<file path="src/rtl/sleep_wdt_timer.sv">
module sleep_wdt_timer #(
  parameter int         BASE_LOG  = 6,
  parameter int         STEP_LOG  = 3,
  parameter int         SEL_W     = 2,
  parameter int         DATA_W    = 8,
  parameter int         WDT_W     = 2,
  parameter int         WDT_LIMIT = 3,
  parameter logic [7:0] MAGIC     = 8'h38,
  parameter int         POR_BIT   = 4,
  parameter int         WFLAG_BIT = 5
) (
  input  logic              clk,
  input  logic              rst_n,
  input  logic              clr_tgl,
  input  logic [DATA_W-1:0] clr_data,
  input  logic              scr_tgl,
  input  logic [DATA_W-1:0] scr_data,
  input  logic [SEL_W-1:0]  period_sel,
  output logic              sleep_irq,
  output logic              wdt_reset,
  output logic              por_flag,
  output logic              wdt_flag
);
  localparam int CNT_W = BASE_LOG + STEP_LOG * ((1 << SEL_W) - 1);

  logic [2:0]       clr_s, scr_s;
  logic [CNT_W-1:0] cnt, mask;
  logic [WDT_W-1:0] wcnt;
  logic             clr_pulse, scr_pulse, clr_magic, tc, wdt_en, fire;
  int               shamt;

  always_ff @(posedge clk or negedge rst_n)
    if (!rst_n) begin
      clr_s <= '0;
      scr_s <= '0;
    end else begin
      clr_s <= {clr_s[1:0], clr_tgl};
      scr_s <= {scr_s[1:0], scr_tgl};
    end

  assign clr_pulse = clr_s[2] ^ clr_s[1];
  assign scr_pulse = scr_s[2] ^ scr_s[1];
  assign clr_magic = clr_pulse && (clr_data[7:0] == MAGIC);

  assign shamt = BASE_LOG + STEP_LOG * int'(period_sel);
  assign mask  = (CNT_W'(1) << shamt) - CNT_W'(1);
  assign tc    = (cnt & mask) == mask;

  always_ff @(posedge clk or negedge rst_n)
    if (!rst_n) begin
      cnt       <= '0;
      sleep_irq <= 1'b0;
    end else begin
      cnt       <= clr_magic ? '0 : cnt + CNT_W'(1);
      sleep_irq <= tc && !clr_magic;
    end

  assign wdt_en = !por_flag;
  assign fire   = wdt_en && !clr_pulse && tc && (wcnt == WDT_W'(WDT_LIMIT - 1));

  always_ff @(posedge clk or negedge rst_n)
    if (!rst_n) begin
      wcnt      <= '0;
      wdt_reset <= 1'b0;
    end else begin
      wdt_reset <= fire;
      if (clr_pulse || !wdt_en || fire) wcnt <= '0;
      else if (tc)                      wcnt <= wcnt + WDT_W'(1);
    end

  always_ff @(posedge clk or negedge rst_n)
    if (!rst_n) begin
      por_flag <= 1'b1;
      wdt_flag <= 1'b0;
    end else begin
      if (scr_pulse && !scr_data[POR_BIT]) por_flag <= 1'b0;
      if (fire)                            wdt_flag <= 1'b1;
      else if (scr_pulse && !scr_data[WFLAG_BIT]) wdt_flag <= 1'b0;
    end

  logic unused_scr_bits;
  assign unused_scr_bits = ^{scr_data, clr_data};

  p_irq_pulse_r2: assert property (@(posedge clk) disable iff (!rst_n)
    sleep_irq |=> !sleep_irq);
  p_wdt_with_irq_r4: assert property (@(posedge clk) disable iff (!rst_n)
    wdt_reset |-> sleep_irq);
  p_wdt_pulse_r4: assert property (@(posedge clk) disable iff (!rst_n)
    wdt_reset |=> !wdt_reset);
  p_por_never_set_r6: assert property (@(posedge clk) disable iff (!rst_n)
    !por_flag |=> !por_flag);
  p_wdt_needs_en_r7: assert property (@(posedge clk) disable iff (!rst_n)
    wdt_reset |-> !por_flag);
  p_flag_follows_r8: assert property (@(posedge clk) disable iff (!rst_n)
    wdt_reset |-> wdt_flag);
endmodule

</file>
<file path="config.mk">
export PLATFORM = sky130hd
export DESIGN_NAME = sleep_wdt_timer
export DESIGN_NICKNAME = d
export VERILOG_FILES = /design/src/rtl/sleep_wdt_timer.sv
export SDC_FILE = /design/constraint.sdc
export NUM_CORES = 1
export LEC_CHECK = 0
export ABC_AREA = 1
export BUFFER_PORTS_ARGS = -buffer_cell sky130_fd_sc_hd__buf_2
export CELL_PAD_IN_SITES_DETAIL_PLACEMENT = 0
export CELL_PAD_IN_SITES_GLOBAL_PLACEMENT = 1
export CORE_ASPECT_RATIO = 0.75
export CORE_MARGIN = 2
export CORE_UTILIZATION = 25
export CTS_CLUSTER_SIZE = 40
export DETAILED_ROUTE_END_ITERATION = 6
export PLACE_DENSITY = 0.53
export SYNTH_ARGS = -nofsm -noshare
export SYNTH_HDL_FRONTEND = slang
export SYNTH_SLANG_ARGS = --single-unit
</file>
<file path="constraint.sdc">
create_clock -name clk -period 1.6 [get_ports clk]
set_input_delay 0.32 -clock clk [delete_from_list [all_inputs] [get_ports clk]]
set_output_delay 0.32 -clock clk [all_outputs]
set_load 0.1 [all_outputs]
</file>
==> qor.yml, run 1 <==
reg2regPathDepth: 7
cts_max_path_buffers: 2
wl_per_cell_microns: 11.1
clk_latency_ns: 0.27
path_cells: "clkbuf_4"
cp_max_fo: 3
synth_async_sr_flop_share: 1.00
drc: 0
synth_nets: 194
cap_violations: 0
final.setup.tns_ns: 0
cts_num_sinks: 27
dp_hpwl_microns: 2370
cts_root_buf: "clkbuf_8"
drt_wl_total_microns: 3040
combPwrFrac: 0.379
place_congestion: 0.765
r2r-end: "cnt[10]$_DFF_PN0_"
fin_total_pwr_mw: 2.33
drt-initial-drc-count: 49
max_freq_ghz: 0.681
clkTransAtPathRegs_ns: 0.10
ant_nets: 0
power_leakage_nw: 0.879
arrival_ns: 1.15
antenna_found_initial: 0
powerDensity_nw_per_um2: 1320
tightest_slew_ns: 0.632
coreArea_sq_um: 5410
startpoint: "por_flag$_DFFE_PN1P_"
syn_avg_cell_area_sq_um: 8.47
cp-end-kind: "primary output"
dp_cells: 269
utilization: 0.326
synth_cell_types: 26
max_stage_delay_ns: 0.55
p_seq_frac: 0.452
htreeDepth: 1
rsz0062_at_grt: "false"
hold_buffers: 0
cp-endpoint: "por_flag"
ys_ff_latch: 27
finClkSkew_ns: 0.00744
ys.flop_type: "dfrtp_1"
synth_edf_count: 0
layout.nets: 225
highest_layer: "met4"
critPathSlowestCell: "dfstp_2"
synthCells: 168
r2r_start: "cnt[0]$_DFF_PN0_"
wl_met1_microns: 1600
vias: 1120
grt_max_degree: 28
drive_gt1_frac: 0.323
hold_path.class: "in2async"
r2r_slack_ns: 0.17
io_pins: 26
die-area_sq_um: 6320
syn_to_final_growth_pct: 23.9
status: "complete, no violations"
first_global_vias: 1167
switchingPower_mw: 0.964
dr.pass1.iters: 4
synth-seq-area-share: 0.476
antennaDiodeCount: 0
crit_required_ns: 1.28
io_buffers: 19
wl_met3_microns: 90
dieHeight_microns: 69.3
clkPwrFrac: 0.169
worst_ir_drop_vdd_mv: 0.399
switching_share: 0.413
die_w_microns: 91.1
critPathKind: "reg2out"
grt_pass1_wl_microns: 5400
worst-path-buf-inv: 1
start_util: 0.263
wl_met2_microns: 1310
viasPerCell: 4.10
finalSetupViolations: 0
rows: 23
yosysWarnings: 0
instances_no_fill: 273
final_common_cell: "nand2_1"
crit_cells: 1
final_cell_mix: "33 x nand2_1, 26 x dfrtp_1, 18 x nor2_1"
crit_family: "flip-flops"
p_int_mw: 1.37
numCtsBuffers: 3
max-slew-margin-rel: 0.579
period_needed_ns: 1.47
hold_viol_final: 0
track_usage: 0.105
finalMaxSlewViolations: 0
cts_tree: "built"
overflow: 0
min_period_over_period: 0.918
syn_area_sq_um: 1420
crit_path_start_kind: "register"
-- cell usage after synthesis, types with 3 or more instances --
cell type / n / area (sq um)
a21oi_1: 3 / 15.0
dfrtp_1: 26 / 651
ha_1: 4 / 50.1
inv_1: 18 / 67.6
inv_2: 6 / 22.5
nand2_1: 33 / 124
nand2_2: 5 / 31.3
nand3_1: 10 / 50.1
nand4_1: 3 / 18.8
nor2_1: 20 / 75.1
nor2_2: 6 / 37.5
nor2_4: 4 / 45.0
nor3_1: 4 / 20.0
o21ai_0: 7 / 35.0
xor2_1: 6 / 52.6
-- power by group through the flow --
stage	sequential [mW]	clock, mW	combinational, mW
2_1_floorplan	1.01	0	0.694
3_3_place_gp	1.06	0	0.874
3_5_place_dp	1.07	0	0.883
4_1_cts	1.06	0.413	0.890
5_1_grt	1.09	0.442	1.03
6_report	1.06	0.394	0.883
-- cells by family (layout without fill, tap and decap cells) --
kind of cell	Yosys count	count (layout)	synth area share
compound gates	12	12	0.0448
fa+ha+maj	4	4	0.0352
xor+xnor	8	8	0.0493
buf+inv	24	54	0.0633
other cells	1	1	0.00264
simple gates	92	92	0.329
flops	27	27	0.476
-- sequential cells by signal, indices dropped and copies added, names as in the netlist --
| signal | flops |
|---|---|
| wcnt | 2 |
| sleep_irq | 1 |
| cnt | 15 |
| por_flag | 1 |
| wdt_flag | 1 |
| scr_s | 3 |
| clr_s | 3 |
| wdt_reset | 1 |
-- worst min-delay path by stage --
stage               cells after the start  slack, ns          startpoint                  to
global placement                        0       0.34  clr_s[0]$_DFF_PN0_  clr_s[1]$_DFF_PN0_
floorplan                               0       0.02               rst_n  clr_s[0]$_DFF_PN0_
finish                                  1       0.05               rst_n   cnt[13]$_DFF_PN0_
global route                            1        0.1               rst_n   cnt[13]$_DFF_PN0_
detailed placement                      0       0.34  clr_s[0]$_DFF_PN0_  clr_s[1]$_DFF_PN0_
CTS                                     1       0.08               rst_n   cnt[13]$_DFF_PN0_
-- through the flow --
stage	cell area, sq um	hold WS [ns]	setup slack [ns]
final	1760	0.0541	0.132
after global routing	1760	0.0988	0.00848
after CTS	1730	0.0802	0.0217
after detailed placement	1690	0.336	-0.230
after global placement	1690	0.335	-0.188
after floorplan	1450	0.0244	0.00415
-- repair_timing --
action / 4_1_cts / 5_1_grt
endpoints found under the setup margin: 0 / 6
setup buffers: 0 / 0
gates resized for setup: 0 / 7
-- layer usage --
layer / GRT usage / up-vias
met5: 0 / -
met4: 0.0370 / 0
met3: 0.0250 / 2
met2: 0.161 / 14
met1: 0.146 / 514
li1: - / 590
-- cell type report --
| class | count | area (sq um) |
|---|---|---|
| clock buffer | 4 | 45.0 |
| multi-input combinational | 117 | 701 |
| fill | 607 | 3650 |
| inverter | 24 | 90.1 |
| tap | 75 | 93.8 |
| sequential | 27 | 677 |
| timing repair buffer | 26 | 156 |
Note: power is estimated with default switching activity, not from simulation.
==> run 2: changes to the inputs <==
--- a/config.mk
+++ b/config.mk
@@ -11,10 +11,12 @@
 export CELL_PAD_IN_SITES_GLOBAL_PLACEMENT = 1
 export CORE_ASPECT_RATIO = 0.75
 export CORE_MARGIN = 2
-export CORE_UTILIZATION = 25
+export CORE_UTILIZATION = 40
+export CTS_BUF_LIST = sky130_fd_sc_hd__clkbuf_4 sky130_fd_sc_hd__clkbuf_8
 export CTS_CLUSTER_SIZE = 40
 export DETAILED_ROUTE_END_ITERATION = 6
-export PLACE_DENSITY = 0.53
+export GPL_TIMING_DRIVEN = 0
+export PLACE_DENSITY = 0.77
 export SYNTH_ARGS = -nofsm -noshare
 export SYNTH_HDL_FRONTEND = slang
 export SYNTH_SLANG_ARGS = --single-unit
==> qor.yml, run 2 (same netlist as run 1, synthesis figures left out) <==
coreArea_sq_um: 3360  # was 5410 sq um
numCtsBuffers: 3  # unchanged
start_util: 0.424  # was 0.263
max-slew-margin-rel: 0.602  # was 0.579
grt_pass1_wl_microns: 5190  # was 5400 microns
syn_to_final_growth_pct: 17.1  # was 23.9%
status: "complete, no violations"  # unchanged
track_usage: 0.164  # was 0.105
antennaDiodeCount: 0  # unchanged
arrival_ns: 1.74  # was 1.15 ns
dp_hpwl_microns: 2220  # was 2370 microns
viasPerCell: 4.80  # was 4.10
finalMaxSlewViolations: 0  # unchanged
top_register: "cnt"  # unchanged
max_stage_delay_ns: 0.26  # was 0.55 ns
cts_num_sinks: 27  # unchanged
hold_viol_final: 0  # unchanged
overflow: 0  # unchanged
rows: 18  # was 23
finalSetupViolations: 0  # unchanged
largest_reg_flops: 15  # unchanged
cp-end-kind: "register"  # was primary output
reg2regPathDepth: 7  # unchanged
drive_gt1_frac: 0.306  # was 0.323
ant_nets: 0  # unchanged
top_regs: "cnt (15), clr_s (3), scr_s (3)"  # unchanged
dp_cells: 227  # was 269
drt-initial-drc-count: 92  # was 49
final_common_cell: "nand2_1"  # unchanged
drc: 0  # unchanged
worst-path-buf-inv: 3  # was 1
r2r_slack_ns: 0.17  # about the same
vias: 1119  # was 1120
io_pins: 26  # unchanged
cap_violations: 0  # unchanged
crit_path_start_kind: "primary input"  # was register
die_w_microns: 72.9  # was 91.1 microns
power_leakage_nw: 0.857  # was 0.879 nW
hold_path.class: "in2async"  # unchanged
tightest_slew_ns: 0.597  # was 0.632 ns
antenna_found_initial: 0  # unchanged
period_needed_ns: 1.58  # was 1.47 ns
clk_latency_ns: 0.27  # about the same
critPathKind: "in2reg"  # was reg2out
hold_buffers: 0  # unchanged
clkTransAtPathRegs_ns: 0.09  # was 0.10 ns
place_congestion: 0.781  # was 0.765
io_buffers: 19  # unchanged
cts_max_path_buffers: 2  # unchanged
cp-endpoint: "wcnt[1]$_DFFE_PN0P_"  # was por_flag
dieHeight_microns: 55.6  # was 69.3 microns
crit_cells: 13  # was 1
layout.nets: 220  # was 225
finClkSkew_ns: 0.00850  # was 0.00744 ns
critPathSlowestCell: "ha_1"  # was dfstp_2
drt_wl_total_microns: 2940  # was 3040 microns
first_global_vias: 1121  # was 1167
crit_family: "simple AND/OR/NAND/NOR gates"  # was flip-flops
grt_max_degree: 28  # unchanged
crit_required_ns: 1.76  # was 1.28 ns
final_cell_mix: "33 x nand2_1, 26 x dfrtp_1, 18 x nor2_1, 18 x buf_2, 17 x inv_1"  # was 33 x nand2_1, 26 x dfrtp_1, 18 x nor2_1
r2r_start: "cnt[0]$_DFF_PN0_"  # unchanged
holdWs_ns: 0.0466  # was 0.0541 ns
instances_no_fill: 233  # was 273
cp_max_fo: 4  # was 3
fin_total_pwr_mw: 2.33  # about the same
cts_root_buf: "clkbuf_8"  # unchanged
htreeDepth: 1  # unchanged
powerDensity_nw_per_um2: 1400  # was 1320 nW/um^2
die-area_sq_um: 4050  # was 6320 sq um
startpoint: "period_sel[0]"  # was por_flag$_DFFE_PN1P_
cts_tree: "built"  # unchanged
min_period_over_period: 0.986  # was 0.918
max_freq_ghz: 0.634  # was 0.681 GHz
dr.pass1.iters: 4  # unchanged
r2r-end: "cnt[10]$_DFF_PN0_"  # unchanged
worst_ir_drop_vdd_mv: 0.774  # was 0.399 mV
path_cells: "buf_4, inv_1, nor2_2, ha_4, inv_2, ha_1, nor2_1, a21oi_2, nand3_2, nor2_4, nor2_2, nand2_1, nand2_1"  # was clkbuf_4
wl_per_cell_microns: 12.6  # was 11.1 microns
-- run 2: cell count changes in the layout (fill, tap and decap cells not counted), sizes merged --
cell,previous run,this run
buf,25,21
clkbuf,5,4
-- run 2: worst min-delay path by stage --
stage                       start  depth (start not counted)  slack [ns]                  to
2_1_floorplan               rst_n                          0        0.02  clr_s[0]$_DFF_PN0_
3_3_place_gp   clr_s[0]$_DFF_PN0_                          0        0.34  clr_s[1]$_DFF_PN0_
3_5_place_dp   scr_s[0]$_DFF_PN0_                          0        0.34  scr_s[1]$_DFF_PN0_
4_1_cts                     rst_n                          1        0.07    cnt[4]$_DFF_PN0_
5_1_grt                     rst_n                          1        0.08   cnt[13]$_DFF_PN0_
6_report                    rst_n                          1        0.05   cnt[13]$_DFF_PN0_
-- run 2: final cells by class --
cell class                 instances  area (sq um)
fill                             323          1690
multi-input combinational        117           687
sequential                        27           677
timing repair buffer              21           113
inverter                          24          90.1
tap                               40          50.0
clock buffer                       4          48.8
-- run 2: timing repair --
item / in CTS / in global routing
buffers inserted: 1 / 1
endpoints found under the hold margin: 0 / 0
resized for setup: 0 / 3
setup endpoints to repair: 3 / 4
pin swaps: 2 / 4
-- run 2: metal layers --
layer	vias to the layer above	global-route usage	routed length [microns]
li1	576	-	-
met1	519	0.247	1460
met2	24	0.238	1350
met3	0	0.0489	131
met4	0	0.0265	0
met5	-	0	0
-- run 2: worst register-to-register path, delay by kind of cell (launching register included) --
family | cells | cell delay [ns]
fa+ha+maj | 1 | 0.19
simple gates | 5 | 0.54
xor+xnor | 1 | 0.16
flops | 1 | 0.43
-- run 2: stage by stage --
step	setup TNS [ns]	cell area, sq um	setup slack, ns	util
CTS	0	1650	0.0120	0.491
global route	-0.0547	1670	-0.0313	0.496
finish	0	1670	0.0229	0.496
global placement	-1.04	1590	-0.253	0.474
detailed placement	-1.31	1590	-0.318	0.474
floorplan	0	1450	0.00415	-
-- run 2: power by group --
group / switching, mW / internal (mW) / total [mW]
combinational: 0.556 / 0.337 / 0.893
clock: 0.197 / 0.195 / 0.392
sequential: 0.200 / 0.848 / 1.05
total: 0.953 / 1.38 / 2.33
==> run 3: changes to the inputs <==
--- a/config.mk
+++ b/config.mk
@@ -5,7 +5,7 @@
 export SDC_FILE = /design/constraint.sdc
 export NUM_CORES = 1
 export LEC_CHECK = 0
-export ABC_AREA = 1
+export ABC_AREA = 0
 export BUFFER_PORTS_ARGS = -buffer_cell sky130_fd_sc_hd__buf_2
 export CELL_PAD_IN_SITES_DETAIL_PLACEMENT = 0
 export CELL_PAD_IN_SITES_GLOBAL_PLACEMENT = 1
@@ -16,7 +16,7 @@
 export CTS_CLUSTER_SIZE = 40
 export DETAILED_ROUTE_END_ITERATION = 6
 export GPL_TIMING_DRIVEN = 0
-export PLACE_DENSITY = 0.77
+export PLACE_DENSITY = 0.76
 export SYNTH_ARGS = -nofsm -noshare
 export SYNTH_HDL_FRONTEND = slang
 export SYNTH_SLANG_ARGS = --single-unit
==> qor.yml, run 3 <==
cts_tree: "built"  # unchanged
dp_cells: 181  # was 227
viasPerCell: 5.03  # was 4.80
crit_cells: 9  # was 13
reg2regPathDepth: 5  # was 7
yosysTopAreaCell: "dfrtp_1"  # unchanged
syn_to_final_growth_pct: 20.9  # was 17.1%
power_leakage_nw: 0.676  # was 0.857 nW
cap_violations: 0  # unchanged
synth_edf_count: 0  # unchanged
use_met3: 0.0476  # was 0.0489
io_buffers: 19  # unchanged
clkTransAtPathRegs_ns: 0.10  # was 0.09 ns
overflow: 0  # unchanged
tightest_slew_ns: 0.582  # was 0.597 ns
io_pins: 26  # unchanged
largest_reg_flops: 15  # unchanged
status: "complete, no violations"  # unchanged
final.setup.worst_slack_ns: 0.0552  # was 0.0229 ns
finClkSkew_ns: 0.00487  # was 0.00850 ns
antennaDiodeCount: 0  # unchanged
synth-seq-area-share: 0.526  # was 0.476
clk_latency_ns: 0.28  # was 0.27 ns
cts_root_buf: "clkbuf_8"  # unchanged
hold_viol_final: 0  # unchanged
fillers: 275  # was 323
crit_family: "simple AND/OR/NAND/NOR gates"  # unchanged
htreeDepth: 1  # unchanged
period_needed_ns: 1.54  # was 1.58 ns
top_register: "cnt"  # unchanged
crit_path_frequent_cell: "ha_4"
top_regs: "cnt (15), clr_s (3), scr_s (3)"  # unchanged
grt_use_met1: 0.206  # was 0.247
final_cell_mix: "26 x dfrtp_1, 21 x nor2_1, 18 x buf_2"  # was 33 x nand2_1, 26 x dfrtp_1, 18 x nor2_1, 18 x buf_2, 17 x inv_1
ys_top_cells_by_area: "dfrtp_1 51%, xnor2_1 6.8%, nor2_1 6.7%"  # was dfrtp_1 46%, nand2_1 8.7%, nor2_1 5.3%
dr.pass1.iters: 4  # unchanged
syn_area_sq_um: 1290  # was 1420 sq um
powerDensity_nw_per_um2: 1030  # was 1400 nW/um^2
synth_top_area_share: 0.505  # was 0.457
critPathSlowestCell: "or3_1"  # was ha_1
synth_async_sr_flop_share: 1.00  # unchanged
ys_ff_latch: 27  # unchanged
fin_total_pwr_mw: 1.61  # was 2.33 mW
final_common_cell: "dfrtp_1"  # was nand2_1
crit_path_start_kind: "primary input"  # unchanged
drc: 0  # unchanged
numCtsBuffers: 3  # unchanged
drt_wl_total_microns: 2470  # was 2940 microns
hold_path.class: "in2async"  # unchanged
first_global_vias: 879  # was 1121
synth_nets: 150  # was 194
dpl_worst_slack_ns: -0.374  # was -0.318 ns
grt_pass1_wl_microns: 4150  # was 5190 microns
synthCells: 124  # was 168
cp-end-kind: "register"  # unchanged
layout.nets: 175  # was 220
finalSetupViolations: 0  # unchanged
yosysWarnings: 0  # unchanged
synthTopCellsByCount: "26 x dfrtp_1, 23 x nor2_1, 10 x xnor2_1"  # was 33 x nand2_1, 26 x dfrtp_1, 20 x nor2_1
critPathKind: "in2reg"  # unchanged
cp_max_fo: 5  # was 4
instances_no_fill: 186  # was 233
rows: 17  # was 18
synth_cell_types: 32  # was 26
crit_required_ns: 1.80  # was 1.76 ns
use_met2: 0.220  # was 0.238
track_usage: 0.146  # was 0.164
place_congestion: 0.770  # was 0.781
final.setup.tns_ns: 0  # unchanged
path_cells: "buf_4, nor2b_4, ha_4, inv_2, ha_4, or3_1, o2bb2ai_2, o2111ai_4, mux2i_1"  # was buf_4, inv_1, nor2_2, ha_4, inv_2, ha_1, nor2_1, a21oi_2, nand3_2, nor2_4, nor2_2, nand2_1, nand2_1
syn_avg_cell_area_sq_um: 10.4  # was 8.47 sq um
arrival_ns: 1.75  # was 1.74 ns
worst-path-buf-inv: 2  # was 3
cts_max_path_buffers: 2  # unchanged
coreArea_sq_um: 3000  # was 3360 sq um
worst_ir_drop_vdd_mv: 0.514  # was 0.774 mV
ant_nets: 0  # unchanged
grt_max_degree: 28  # unchanged
max_freq_ghz: 0.647  # was 0.634 GHz
dp_hpwl_microns: 1770  # was 2220 microns
die-area_sq_um: 3690  # was 4050 sq um
start_util: 0.429  # was 0.424
wl_per_cell_microns: 13.3  # was 12.6 microns
die_w_microns: 69.5  # was 72.9 microns
vias: 935  # was 1119
drt-initial-drc-count: 45  # was 92
finalMaxSlewViolations: 0  # unchanged
rsz0062_at_grt: "false"
antenna_found_initial: 0  # unchanged
drive_gt1_frac: 0.277  # was 0.306
max-slew-margin-rel: 0.612  # was 0.602
grt_busiest_layer: "met2"  # was met1
ys.flop_type: "dfrtp_1"  # unchanged
holdWs_ns: 0.0304  # was 0.0466 ns
cts_num_sinks: 27  # unchanged
post-synth-top-count-cell: "dfrtp_1"  # was nand2_1
min_period_over_period: 0.966  # was 0.986
dieHeight_microns: 53.1  # was 55.6 microns
max_stage_delay_ns: 0.32  # was 0.26 ns
run 3: cells by family (layout without fill, tap and decap cells):
logic type               after synthesis  count (layout)  share of synthesized area
AND/OR/NAND/NOR                       58              58                      0.236
flip-flops                            27              27                      0.526
XOR/XNOR                              15              15                      0.102
AO/OA/AOI/OAI                         11              11                     0.0602
buffers and inverters                  6              30                     0.0185
adder cells (fa/ha/maj)                4               4                     0.0389
multiplexers                           2               2                     0.0155
other                                  1               1                    0.00291
run 3: path summary, 6_finish.rpt:
kind / from / end / slack, ns
max in group asynchronous: rst_n / wdt_reset$_DFF_PN0_ / 1.19
min in group clk: scr_tgl / scr_s[0]$_DFF_PN0_ / 0.14
max reg2reg: cnt[0]$_DFF_PN0_ / cnt[8]$_DFF_PN0_ / 0.12
max: period_sel[0] / wcnt[0]$_DFFE_PN0P_ / 0.06
min: rst_n / cnt[4]$_DFF_PN0_ / 0.03
min reg2reg: scr_s[0]$_DFF_PN0_ / scr_s[1]$_DFF_PN0_ / 0.36
run 3: report_power, final:
group / internal, mW / leakage (nW) / switching, mW
logic: 0.128 / 0.311 / 0.132
clock network: 0.177 / 0.0217 / 0.222
registers: 0.792 / 0.344 / 0.160
run 3: timing repair:
action / CTS / global route
hold endpoints to repair: 0 / 0
setup endpoints to repair: 3 / 6
pin swaps: 3 / 3
resized for setup: 3 / 8
buffers inserted: 1 / 0
hold buffers: 0 / 0
run 3: metal layers:
metal	wire length, microns	vias up	part of all wire
met3	120	0	0.049
met4	0	0	0
li1	-	462	-
met2	1080	22	0.44
met1	1270	451	0.51
met5	0	-	0
run 3: area by class of cell:
class	instances	area [sq um]	share of cell area
tap	38	47.5	0.0305
clock inverter	1	7.51	0.00482
clock buffer	3	41.3	0.0265
sequential	27	677	0.435
buffer	1	5.00	0.00322
multi-input combinational	91	652	0.419
timing repair buffer	20	108	0.0691
inverter	5	18.8	0.0121
run 3: stage by stage:
stage                     instance area (sq um)  utilization
after floorplan                            1310            -
after global placement                     1450        0.484
after detailed placement                   1450        0.484
after CTS                                  1530        0.509
after global routing                       1560        0.519
final                                      1560        0.519
